<file path="src/rtl/wdog_pkg.sv">
package wdog_pkg;

    // Register select codes; the bus decoder relies on these values.
    typedef enum logic [1:0] {
        SEL_COUNT  = 2'd0,
        SEL_LIMIT  = 2'd1,
        SEL_STATUS = 2'd2,
        SEL_NONE   = 2'd3
    } wd_sel_e;

    // Status bit positions, fixed for software.
    localparam int unsigned ST_RUN_BIT = 0;
    localparam int unsigned ST_EXP_BIT = 1;

endpackage

</file>
<file path="src/rtl/wdog_evt.sv">
module wdog_evt
    import wdog_pkg::*;
(
    input  logic       rd_en,
    input  logic       wr_en,
    input  logic [1:0] sel,
    output logic       do_load,
    output logic       do_reload
);

    // A limit write starts a new countdown; a counter read services the channel.
    always_comb begin
        do_load   = wr_en && (sel == SEL_LIMIT);
        do_reload = rd_en && (sel == SEL_COUNT) && !do_load;
    end

endmodule

</file>
<file path="src/rtl/wdog_rdmux.sv">
module wdog_rdmux
    import wdog_pkg::*;
#(
    parameter int unsigned W = 16
) (
    input  logic         rd_en,
    input  logic [1:0]   sel,
    input  logic [W-1:0] cnt,
    input  logic [W-1:0] lim,
    input  logic         run,
    input  logic         exp,
    output logic [W-1:0] rd_data
);

    logic [W-1:0] stat;

    always_comb begin
        stat             = '0;
        stat[ST_RUN_BIT] = run;
        stat[ST_EXP_BIT] = exp;
        rd_data          = '0;
        if (rd_en) begin
            case (sel)
                SEL_COUNT:  rd_data = cnt;
                SEL_LIMIT:  rd_data = lim;
                SEL_STATUS: rd_data = stat;
                default:    rd_data = '0;
            endcase
        end
    end

endmodule

</file>
<file path="src/rtl/wdog_chan.sv">
module wdog_chan
    import wdog_pkg::*;
#(
    parameter int unsigned CNT_W       = 16,
    parameter int unsigned RESET_COUNT = 1
) (
    input  logic             clk,
    input  logic             rst_n,
    input  logic             tick_en,
    input  logic [1:0]       reg_sel,
    input  logic             rd_en,
    input  logic             wr_en,
    input  logic [CNT_W-1:0] wr_data,
    output logic [CNT_W-1:0] rd_data,
    output logic             expire_pulse
);

    localparam logic [CNT_W-1:0] RST_V = CNT_W'(RESET_COUNT);
    localparam logic [CNT_W-1:0] ONE_V = CNT_W'(1);

    typedef struct packed {
        logic [CNT_W-1:0] cnt;
        logic [CNT_W-1:0] lim;
        logic             run;
        logic             exp;
        logic             pulse;
    } chan_st_t;

    chan_st_t st_d, st_q;
    logic     do_load, do_reload;

    wdog_evt evt_i (
        .rd_en     (rd_en),
        .wr_en     (wr_en),
        .sel       (reg_sel),
        .do_load   (do_load),
        .do_reload (do_reload)
    );

    wdog_rdmux #(.W(CNT_W)) rdmux_i (
        .rd_en   (rd_en),
        .sel     (reg_sel),
        .cnt     (st_q.cnt),
        .lim     (st_q.lim),
        .run     (st_q.run),
        .exp     (st_q.exp),
        .rd_data (rd_data)
    );

    // Next-state: load beats reload beats counting.
    always_comb begin
        st_d       = st_q;
        st_d.pulse = 1'b0;
        if (do_load) begin
            st_d.lim = wr_data;
            st_d.cnt = wr_data;
            st_d.run = 1'b1;
            st_d.exp = 1'b0;
        end else if (do_reload) begin
            st_d.cnt = st_q.lim;
            st_d.run = 1'b1;
            st_d.exp = 1'b0;
        end else if (st_q.run && tick_en) begin
            if (st_q.cnt <= ONE_V) begin
                st_d.cnt   = '0;
                st_d.run   = 1'b0;
                st_d.exp   = 1'b1;
                st_d.pulse = 1'b1;
            end else begin
                st_d.cnt = st_q.cnt - ONE_V;
            end
        end
    end

    always_ff @(posedge clk) begin
        if (!rst_n) begin
            st_q.cnt   <= RST_V;
            st_q.lim   <= RST_V;
            st_q.run   <= 1'b0;
            st_q.exp   <= 1'b0;
            st_q.pulse <= 1'b0;
        end else begin
            st_q <= st_d;
        end
    end

    assign expire_pulse = st_q.pulse;

    // a limit write lands in both registers and starts the channel
    a_r4_limit_load: assert property (@(posedge clk) disable iff (!rst_n)
        (wr_en && reg_sel == SEL_LIMIT) |=>
        (st_q.cnt == $past(wr_data) && st_q.lim == $past(wr_data) && st_q.run && !st_q.exp));

    // a counter read reloads from the limit
    a_r3_reload: assert property (@(posedge clk) disable iff (!rst_n)
        (rd_en && !wr_en && reg_sel == SEL_COUNT) |=>
        (st_q.cnt == $past(st_q.lim) && st_q.run && !st_q.exp));

    // the expiry pulse lasts one cycle and goes with a zero count
    a_r2_pulse_single: assert property (@(posedge clk) disable iff (!rst_n)
        expire_pulse |=> !expire_pulse);
    a_r2_pulse_expired: assert property (@(posedge clk) disable iff (!rst_n)
        expire_pulse |-> (st_q.exp && st_q.cnt == '0));

    // running and expired never coincide
    a_r6_run_exp_excl: assert property (@(posedge clk) disable iff (!rst_n)
        !(st_q.run && st_q.exp));

    // no tick, no change
    a_r1_hold_no_tick: assert property (@(posedge clk) disable iff (!rst_n)
        (!tick_en && !do_load && !do_reload) |=> $stable(st_q.cnt));

    // a stopped channel ignores ticks
    a_r10_idle_hold: assert property (@(posedge clk) disable iff (!rst_n)
        (!st_q.run && !do_load && !do_reload) |=>
        ($stable(st_q.cnt) && $stable(st_q.exp)));

endmodule

</file>
<file path="config.mk">
export PLATFORM = sky130hd
export DESIGN_NAME = wdog_chan
export DESIGN_NICKNAME = d
export VERILOG_FILES = /design/src/rtl/wdog_pkg.sv /design/src/rtl/wdog_evt.sv /design/src/rtl/wdog_rdmux.sv /design/src/rtl/wdog_chan.sv
export SDC_FILE = /design/constraint.sdc
export NUM_CORES = 1
export LEC_CHECK = 0
export CAP_MARGIN = 5
export CORE_MARGIN = 5
export CORE_UTILIZATION = 63
export CTS_CLUSTER_SIZE = 12
export DETAILED_ROUTE_END_ITERATION = 16
export DONT_BUFFER_PORTS = 1
export GPL_ROUTABILITY_DRIVEN = 0
export GPL_TIMING_DRIVEN = 0
export PLACE_DENSITY = 0.89
export SLEW_MARGIN = 10
export SYNTH_ARGS = -nofsm -noshare
export SYNTH_HDL_FRONTEND = slang
export SYNTH_SLANG_ARGS = --single-unit
export TNS_END_PERCENT = 10
</file>
<file path="constraint.sdc">
create_clock -name clk -period 2.35 [get_ports clk]
set_input_delay 0.235 -clock clk [delete_from_list [all_inputs] [get_ports clk]]
set_output_delay 0.235 -clock clk [all_outputs]
set_load 0.02 [all_outputs]
</file>
==> Word-level counts from Yosys, hierarchy flattened <==
Cells that the tools add are included.
Widths: inputs -> output; s select.
{ "op_classes": {"add_sub_neg": 1, "bitwise": 2, "n_mux": 10, "reduce_logical": 12, "magnitude_cmp": 1, "eq_ne": 2} }
{ "ops": {"columns": ["cell", "n"], "rows": [
  ["$mux 16", 5],
  ["$pmux 16 s3", 1],
  ["$le 16x1->1 const B", 1],
  ["$sub 16x1->16 const B", 1],
  ["$mux 3", 2],
  ["$reduce_bool 3->1", 2],
  ["$logic_and 1x1->1", 4],
  ["$mux 2", 2],
  ["$reduce_and 2->1", 2],
  ["$reduce_or 4->1", 1],
  ["$reduce_or 3->1", 1],
  ["$eq 2x1->1 const B", 1],
  ["$eq 2x2->1 const B", 1],
  ["$logic_not 2->1", 1],
  ["$not 1->1", 2],
  ["$logic_not 1->1", 1]
]} }
{ "word_totals": {"register_bits": 35, "inputBits": 23} }

==> Logic depth before layout (Yosys ltp) <==
Gate-level depths: netlist of the first run.
{ "depth": {"word_depth": 6, "ltp_mapped": 8, "ltp_nobuf": 7} }

==> Hierarchy <==
From an unflattened synthesis of the first run, not the netlist that was laid out.
{ "unflattened": {"cells_unflattened": 251, "area_unflattened_um2": 2179.6} }
{ "by_module_without_submodules": {"columns": ["module", "area_per_inst_um2", "cells_each", "seq_area_each_um2", "instances"], "rows": [
  ["wdog_chan", 1858.0, 209, 700.7, 1],
  ["wdog_rdmux", 300.3, 40, 0.0, 1],
  ["wdog_evt", 21.3, 2, 0.0, 1]
]} }

==> Worst setup path after synthesis of the first run <==
No wires, ideal clock.
{ "synth_path": {"kind": "reg2reg", "start": "register st_q[27] (netlist name)", "end": "register st_q[28] (netlist name)", "arrival_ps": 1792, "setup_ps": 130, "n_path_buf": 2, "slack_ps": 427, "stages_incl_launch_ff": 8, "required_time_ps": 2220, "cell_sequence": "dfxtp_1 buf_6 or4_4 nor4_4 a31oi_1 buf_2 a21oi_2 o22ai_1"} }
{ "synth_via": {"elab_chain_cells": 5, "elab_cells_between_ends": 6, "classes_between": "1 x add/sub; 1 x order compare; 4 x mux"} }
{ "synth_rtl": {"columns": ["element", "line", "source"], "rows": [
  ["$sub 16x1->16 or $le 16x1->1 (tied branches)", "wdog_chan.sv:70, wdog_chan.sv:64", null],
  ["$mux 16 (*)", "wdog_chan.sv:64", "if (st_q.cnt <= ONE_V) begin"],
  ["$mux 16 (*)", "wdog_chan.sv:63", "end else if (st_q.run && tick_en) begin"],
  ["$mux 16 (*)", "wdog_chan.sv:59", "end else if (do_reload) begin"],
  ["$mux 16 (*)", "wdog_chan.sv:54", "if (do_load) begin"]
]} }
Every way passes the cells marked *; elsewhere a longest branch is shown, timed or not. The select of a mux whose other input is x is not followed.
A chain may end at the register's enable or synchronous reset.

==> Final worst setup path of the first run <==
{ "layout_path": {"start": "register st_q[27] (netlist name)", "end": "register st_q[28] (netlist name)"} }
{ "layout_via": {"elab_chain_cells": 5, "elab_cells_between_ends": 6, "classes_between": "1 x add/sub; 1 x order compare; 4 x mux"} }
{ "layout_rtl": {"columns": ["element", "line"], "rows": [
  ["$sub 16x1->16 or $le 16x1->1 (tied branches)", "wdog_chan.sv:70, wdog_chan.sv:64"],
  ["$mux 16 (*)", "wdog_chan.sv:64"],
  ["$mux 16 (*)", "wdog_chan.sv:63"],
  ["$mux 16 (*)", "wdog_chan.sv:59"],
  ["$mux 16 (*)", "wdog_chan.sv:54"]
]} }
Marked as above.

==> out/qor.csv, run 1 <==
stage;metric;value;unit
setup_path;cp_cell_sequence;buf_6, or4_4, nor4_4, a31oi_2, buf_2, a21oi_2, o22ai_1;
min_path;hp-class;primary input to flop;
die;num_rows;20;
global_route;antenna_found_initial;0;
timing;finalCritPeriodShare;94.2;%
global_route;grt_first_pass_wirelength;8.93;mm
clock_tree;ctsRootBufferMaster;clkbuf_4;
routing;ant_nets;0;
clock_tree;post_cts_buffers;0;
timing;skew;0.00734;ns
timing;fmax;452;MHz
global_route;gr-total-overflow;0;
yosys;syn_avg_cell_area;7.80;um2
setup_path;crit_path_max_fanout;10;
setup_path;timing.critical_path.from;st_q[27];
finish;drive_above_1_share;9.33;%
min_path;hold_path.startpoint;wr_data[13];
die;die_w;67.0;um
power;p_int;860;uW
placement;pre_cts_slack;0.133;ns
yosys;syn_inst;262;
die;die_y;67.0;um
global_route;grt_max_degree;11;
timing;hold_viol;0;
routing;drc_errors;0;
finish;area_growth;5.33;%
yosys;yosysWarningCount;0;
timing;worst_pin_slew;0.785;ns
power;pwr-share-comb;26.0;%
setup_path;end_kind;flop;
clock_tree;clock_sinks;35;
setup_path;path_class;flop to flop;
yosys;synth_seq_area_share;34.3;%
flow_run;maxCapViolCount;0;
setup_path;critPathArrivalTime;2.43;ns
setup_path;crit_slowest_cell;or4_4;
setup_path;critPathLaunchType;flop;
yosys;ys.flop_type;dfxtp_1;
placement;hpwl;3.90;mm
yosys;async_flop_share;0;%
yosys;yosysUniqueCellTypes;49;
yosys;synth_edf_count;0;
die;die_area;0.00448;mm2
finish;insertedDiodeCount;0;
clock_tree;htreeDepth;2;
power;power.share.clock;22.4;%
routing;vias;2005;
power;power.share.sequential;51.5;%
timing;rsz0062_at_grt;false;
yosys;syn_area;0.00204;mm2
clock_tree;cts_made_buffers;5;
run_status;outcome;complete, no violations;
power;leakage;0.784;nW
power;irDropWorstVdd;517;uV
power;p_switching;429;uW
clock_tree;ctsLongestPathBuffers;2;
timing;min_period;2.21;ns
die;initial_core_util;66.4;%
setup_path;critPathTopFamily;simple AND/OR/NAND/NOR gates;
timing;setup_slack;0.136;ns
setup_path;crit_buf_inv;2;
power;power.share.switching;33.3;%
yosys;synthesis.nets;287;
clock_tree;cts_tree;done;
global_route;grt_pass1_vias;1846;
die;io_pins;40;
routing;drtIter0Drc;176;
placement;io_buffers;0;
timing;slew_headroom;47.2;%
clock_tree;clkLatencyLatePin;0.33;ns
power;power.density;599;mW/mm2
timing;drv_slew;0;
routing;first_pass_iters;5;
timing;setup_viol;0;
timing;setup-tns-final;0;ns
setup_path;r2r-start;st_q[27];
setup_path;crit_required;2.56;ns
setup_path;max_stage_delay;0.58;ns
routing;viasPerCell;6.43;
yosys;ys_seq_elements;35;
global_route;grt_use_total;26.6;%
routing;wl;5.41;mm
die;coreArea;0.00308;mm2
finish;fin_nets;294;
routing;wl_per_cell;17.3;um
clock_tree;path_clk_slew;0.10;ns
layer usage:
metal / wire (um) / GRT usage, %
met4: 134 / 11.9
met2: 2450 / 40.7
met3: 509 / 5.90
met1: 2310 / 35.5
met5: 0 / 0
worst paths after layout:
check	to	slack, ns	depth (start not counted)
setup / recovery	st_q[28]	0.14	7
hold / removal	st_q[16]	0.02	2
setup reg to reg	st_q[28]	0.14	7
hold reg to reg	st_q[18]	0.48	2
state kept, by name, indices dropped and copies added, names as in the netlist:
signal and count:
st_q 34, expire_pulse 1
synth_stat cells (2+ instances only):
| cell type | instances | area (um2) |
|---|---|---|
| nand2_1 | 51 | 191 |
| dfxtp_1 | 35 | 701 |
| a21oi_1 | 29 | 145 |
| nor2_1 | 25 | 93.8 |
| mux2i_1 | 18 | 180 |
| clkbuf_1 | 12 | 45.0 |
| a222oi_1 | 10 | 100 |
| nor3_1 | 7 | 35.0 |
| o21ai_0 | 7 | 35.0 |
| nor4_1 | 6 | 37.5 |
| buf_2 | 4 | 20.0 |
| inv_1 | 4 | 15.0 |
| a31oi_1 | 3 | 18.8 |
| and2_1 | 3 | 18.8 |
| mux2_2 | 3 | 33.8 |
| nand3_1 | 3 | 15.0 |
| o211ai_1 | 3 | 22.5 |
| a21boi_0 | 2 | 15.0 |
| a21o_1 | 2 | 15.0 |
| a41oi_1 | 2 | 17.5 |
| ha_1 | 2 | 25.0 |
| or3b_1 | 2 | 17.5 |
| or4_1 | 2 | 15.0 |
| or4_4 | 2 | 22.5 |
logic make-up after synthesis:
family	synth area share (%)
flip-flops	34.3
AND/OR/NAND/NOR	27.8
buffers and inverters	4.65
multiplexers	10.5
adder cells (fa/ha/maj)	1.22
AO/OA/AOI/OAI	21.6
layout by cell type (no fill, tap or decap), types with 2 or more instances in the layout:
master | netlist | layout
buf_2 | 4 | 4
a21o_1 | 2 | 2
dfxtp_1 | 35 | 35
mux2_2 | 3 | 3
or4_4 | 2 | 2
o211ai_1 | 3 | 3
nand2_1 | 51 | 51
o21ai_0 | 7 | 7
ha_1 | 2 | 2
or4_1 | 2 | 2
clkbuf_4 | 0 | 5
a31oi_1 | 3 | 2
a21oi_1 | 29 | 29
or3b_1 | 2 | 2
clkbuf_1 | 12 | 13
nand3_1 | 3 | 3
nor2_1 | 25 | 25
a21boi_0 | 2 | 2
nor3_1 | 7 | 7
a222oi_1 | 10 | 10
mux2i_1 | 18 | 18
and2_1 | 3 | 3
inv_1 | 4 | 4
nor4_1 | 6 | 5
a41oi_1 | 2 | 2
area by class of cell:
| class | count | area (um2) |
|---|---|---|
| multi-input combinational | 205 | 1260 |
| fill | 271 | 926 |
| sequential | 35 | 701 |
| buffer | 18 | 80.1 |
| tap | 44 | 55.1 |
| clock buffer | 6 | 41.3 |
| inverter | 4 | 15.0 |
stage by stage:
stage          total power [mW]  utilization [%]  cell area [um2]  cells  hold slack, ns
3_5_place_dp              0.997             68.2             2100    306           0.377
5_1_grt                    1.36             69.9             2150    312          0.0178
3_3_place_gp              0.989             68.2             2100    306           0.372
6_report                   1.29             69.9             2150    312          0.0217
2_1_floorplan             0.924                -             2040    262           0.367
4_1_cts                    1.28             69.5             2140    312          0.0206
power by group through the flow:
stage	combinational (mW)	clock [mW]	sequential (mW)
after CTS	0.323	0.293	0.662
after detailed placement	0.321	0	0.676
final	0.336	0.289	0.664
after global placement	0.315	0	0.674
after floorplan	0.258	0	0.666
after global routing	0.370	0.318	0.670
what timing repair did:
item	CTS	global route
endpoints found under the setup margin	0	12
hold buffers	0	0
gates resized for setup	0	2
No activity file was read; power rests on OpenSTA's default activity.
==> run 2, diff against run 1 <==
--- a/config.mk
+++ b/config.mk
@@ -7,13 +7,14 @@
 export LEC_CHECK = 0
 export CAP_MARGIN = 5
 export CORE_MARGIN = 5
-export CORE_UTILIZATION = 63
+export CORE_UTILIZATION = 57
 export CTS_CLUSTER_SIZE = 12
 export DETAILED_ROUTE_END_ITERATION = 16
 export DONT_BUFFER_PORTS = 1
 export GPL_ROUTABILITY_DRIVEN = 0
 export GPL_TIMING_DRIVEN = 0
-export PLACE_DENSITY = 0.89
+export PLACE_DENSITY = 0.85
+export REMOVE_ABC_BUFFERS = 1
 export SLEW_MARGIN = 10
 export SYNTH_ARGS = -nofsm -noshare
 export SYNTH_HDL_FRONTEND = slang
==> constraint.sdc (replaced) <==
create_clock -name clk -period 2 [get_ports clk]
set_input_delay 0.2 -clock clk [delete_from_list [all_inputs] [get_ports clk]]
set_output_delay 0.2 -clock clk [all_outputs]
set_load 0.02 [all_outputs]
==> run 2 against run 1 <==
The run now ends with negative setup slack left. Design area is 7.6% higher. First-iteration DRC count is 52% higher. Via count is 2.9% higher. Critical path depth is 1 lower. Worst hold slack worse by 0.016 ns. Register-to-register slack worse by 0.15 ns. Global-route usage is 6.0 points lower. Flip-flop and latch count stayed put. Sequential power is 19% higher. Core utilization is 2.1 points lower. Largest cell class unchanged.
==> out/qor.csv, run 2 (synthesis results as in run 1) <==
stage;metric;value;unit
placement;placed_area;0.00202;mm2
placement;dp_cells;290;
global_route;grt_pass1_vias;1790;
routing;drtIter0Drc;267;
finish;insertedDiodeCount;0;
clock_tree;htreeDepth;2;
power;power.share.clock;21.6;%
timing;hold_viol;0;
die;die_w;69.9;um
power;p_int;1.08;mW
setup_path;r2r_slack;-0.01;ns
min_path;hold_path.startpoint;wr_data[7];
setup_path;cp_cell_sequence;or4_4, nor4_4, buf_4, a31oi_4, a221oi_1, a21oi_1;
die;coreArea;0.00342;mm2
finish;drive_above_1_share;14.8;%
timing;setup_slack;-0.0149;ns
clock_tree;ctsRootBufferMaster;clkbuf_4;
min_path;hp-class;primary input to flop;
run_status;outcome;complete, but fails checks;
setup_path;reg2regPathDepth;6;
timing;skew;0.00884;ns
flow_run;maxCapViolCount;0;
routing;wl;5.31;mm
finish;area_growth;13.3;%
setup_path;end_kind;flop;
global_route;grt_first_pass_wirelength;8.32;mm
routing;vias;2063;
setup_path;max_stage_delay;0.57;ns
power;power.density;691;mW/mm2
clock_tree;cts_made_buffers;5;
global_route;grt_max_degree;32;
power;finalPower;1.60;mW
clock_tree;ctsLongestPathBuffers;2;
power;irDropWorstVdd;480;uV
setup_path;crit_path_max_fanout;7;
timing;rsz0062_at_grt;true;
timing;holdWs;0.00556;ns
clock_tree;path_clk_slew;0.10;ns
routing;viasPerCell;6.53;
power;leakage;0.847;nW
power;power.share.switching;32.7;%
die;initial_core_util;59.8;%
routing;ant_nets;0;
clock_tree;cts_tree;done;
global_route;gr-total-overflow;0;
die;die_area;0.00488;mm2
die;die_y;69.9;um
setup_path;rr_endpoint;st_q[19];
clock_tree;clock_sinks;35;
setup_path;r2r-start;st_q[30];
routing;first_pass_iters;6;
min_path;whs_path_depth;2;
timing;setup_viol;1;
finish;largest-register;st_q;
power;power.share.sequential;49.4;%
finish;fin_nets;296;
timing;fmax;496;MHz
timing;drv_slew;0;
die;io_pins;40;
placement;pre_cts_slack;-0.496;ns
timing;worst_pin_slew;1.01;ns
setup_path;critPathLaunchType;flop;
timing;slew_headroom;32.9;%
setup_path;critPathArrivalTime;2.24;ns
global_route;antenna_found_initial;0;
timing;min_period;2.01;ns
run_status;violations;negative setup slack;
placement;io_buffers;0;
setup_path;path_class;flop to flop;
placement;hpwl;3.25;mm
clock_tree;clkLatencyLatePin;0.33;ns
die;num_rows;21;
finish;mostFrequentLayoutCells;nand2_1 (51), a21oi_1 (29), dfxtp_1 (28);
setup_path;crit_slowest_cell;or4_4;
finish;final_common_cell;nand2_1;
finish;fin_cells;316;
timing;finalCritPeriodShare;101;%
setup_path;crit_required;2.22;ns
finish;final_cell_area;0.00232;mm2
global_route;grt_use_total;20.6;%
power;pwr-share-comb;28.9;%
routing;wl_per_cell;16.8;um
power;p_switching;522;uW
finish;largest_reg_flops;34;
routing;drc_errors;0;
min_path;hold_path_end;st_q[10];
-- run 2: critical path, delay by kind of cell, from the launching register on --
kind            cells  cell delay (ns)
simple gates        2             0.80
flops               1             0.34
buf+inv             1             0.19
compound gates      3             0.58
-- run 2: how the worst max path moves through the flow --
stage | start | to | slack [ns] | cells past startpoint
global route | st_q[30] | st_q[20] | -0.14 | 6
floorplan | st_q[27] | st_q[20] | -0.10 | 5
CTS | st_q[30] | st_q[20] | -0.05 | 6
detailed placement | st_q[19] | st_q[34] | -0.50 | 7
finish | st_q[30] | st_q[19] | -0.01 | 6
global placement | st_q[19] | st_q[34] | -0.46 | 7
-- run 2: repair_timing --
action | in CTS | in global routing
gates resized for setup | 11 | 9
pin swaps | 6 | 4
buffers inserted | 8 | 0
endpoints found under the setup margin | 15 | 16
hold endpoints to repair | 13 | 1
hold buffers | 11 | 1
-- run 2: area by class of cell --
type,instances,area (um2)
Multi-Input combinational cell,205,1310
Timing Repair Buffer,20,180
Sequential cell,35,714
Inverter,4,15.0
Fill cell,285,1100
Tap cell,46,57.6
Clock buffer,6,41.3
-- run 2: routing by layer --
layer	vias to the layer above	routed length (um)	GRT usage (%)
met3	13	384	4.73
met1	986	2310	26.8
met2	92	2540	33.3
met5	-	0	0
met4	0	78	7.45
li1	972	-	-
-- run 2: through the flow --
stage | utilization (%) | TNS, ns
2_1_floorplan | - | -0.246
3_3_place_gp | 59.2 | -3.95
3_5_place_dp | 59.2 | -4.59
4_1_cts | 66.5 | -0.123
5_1_grt | 67.8 | -0.648
6_report | 67.8 | -0.0149
-- run 2: power groups by stage --
stage	clock [mW]	sequential (mW)	combinational, mW
final	0.346	0.791	0.463
after global routing	0.378	0.798	0.503
after CTS	0.342	0.785	0.431
after detailed placement	0	0.801	0.331
after global placement	0	0.800	0.325
after floorplan	0	0.788	0.272
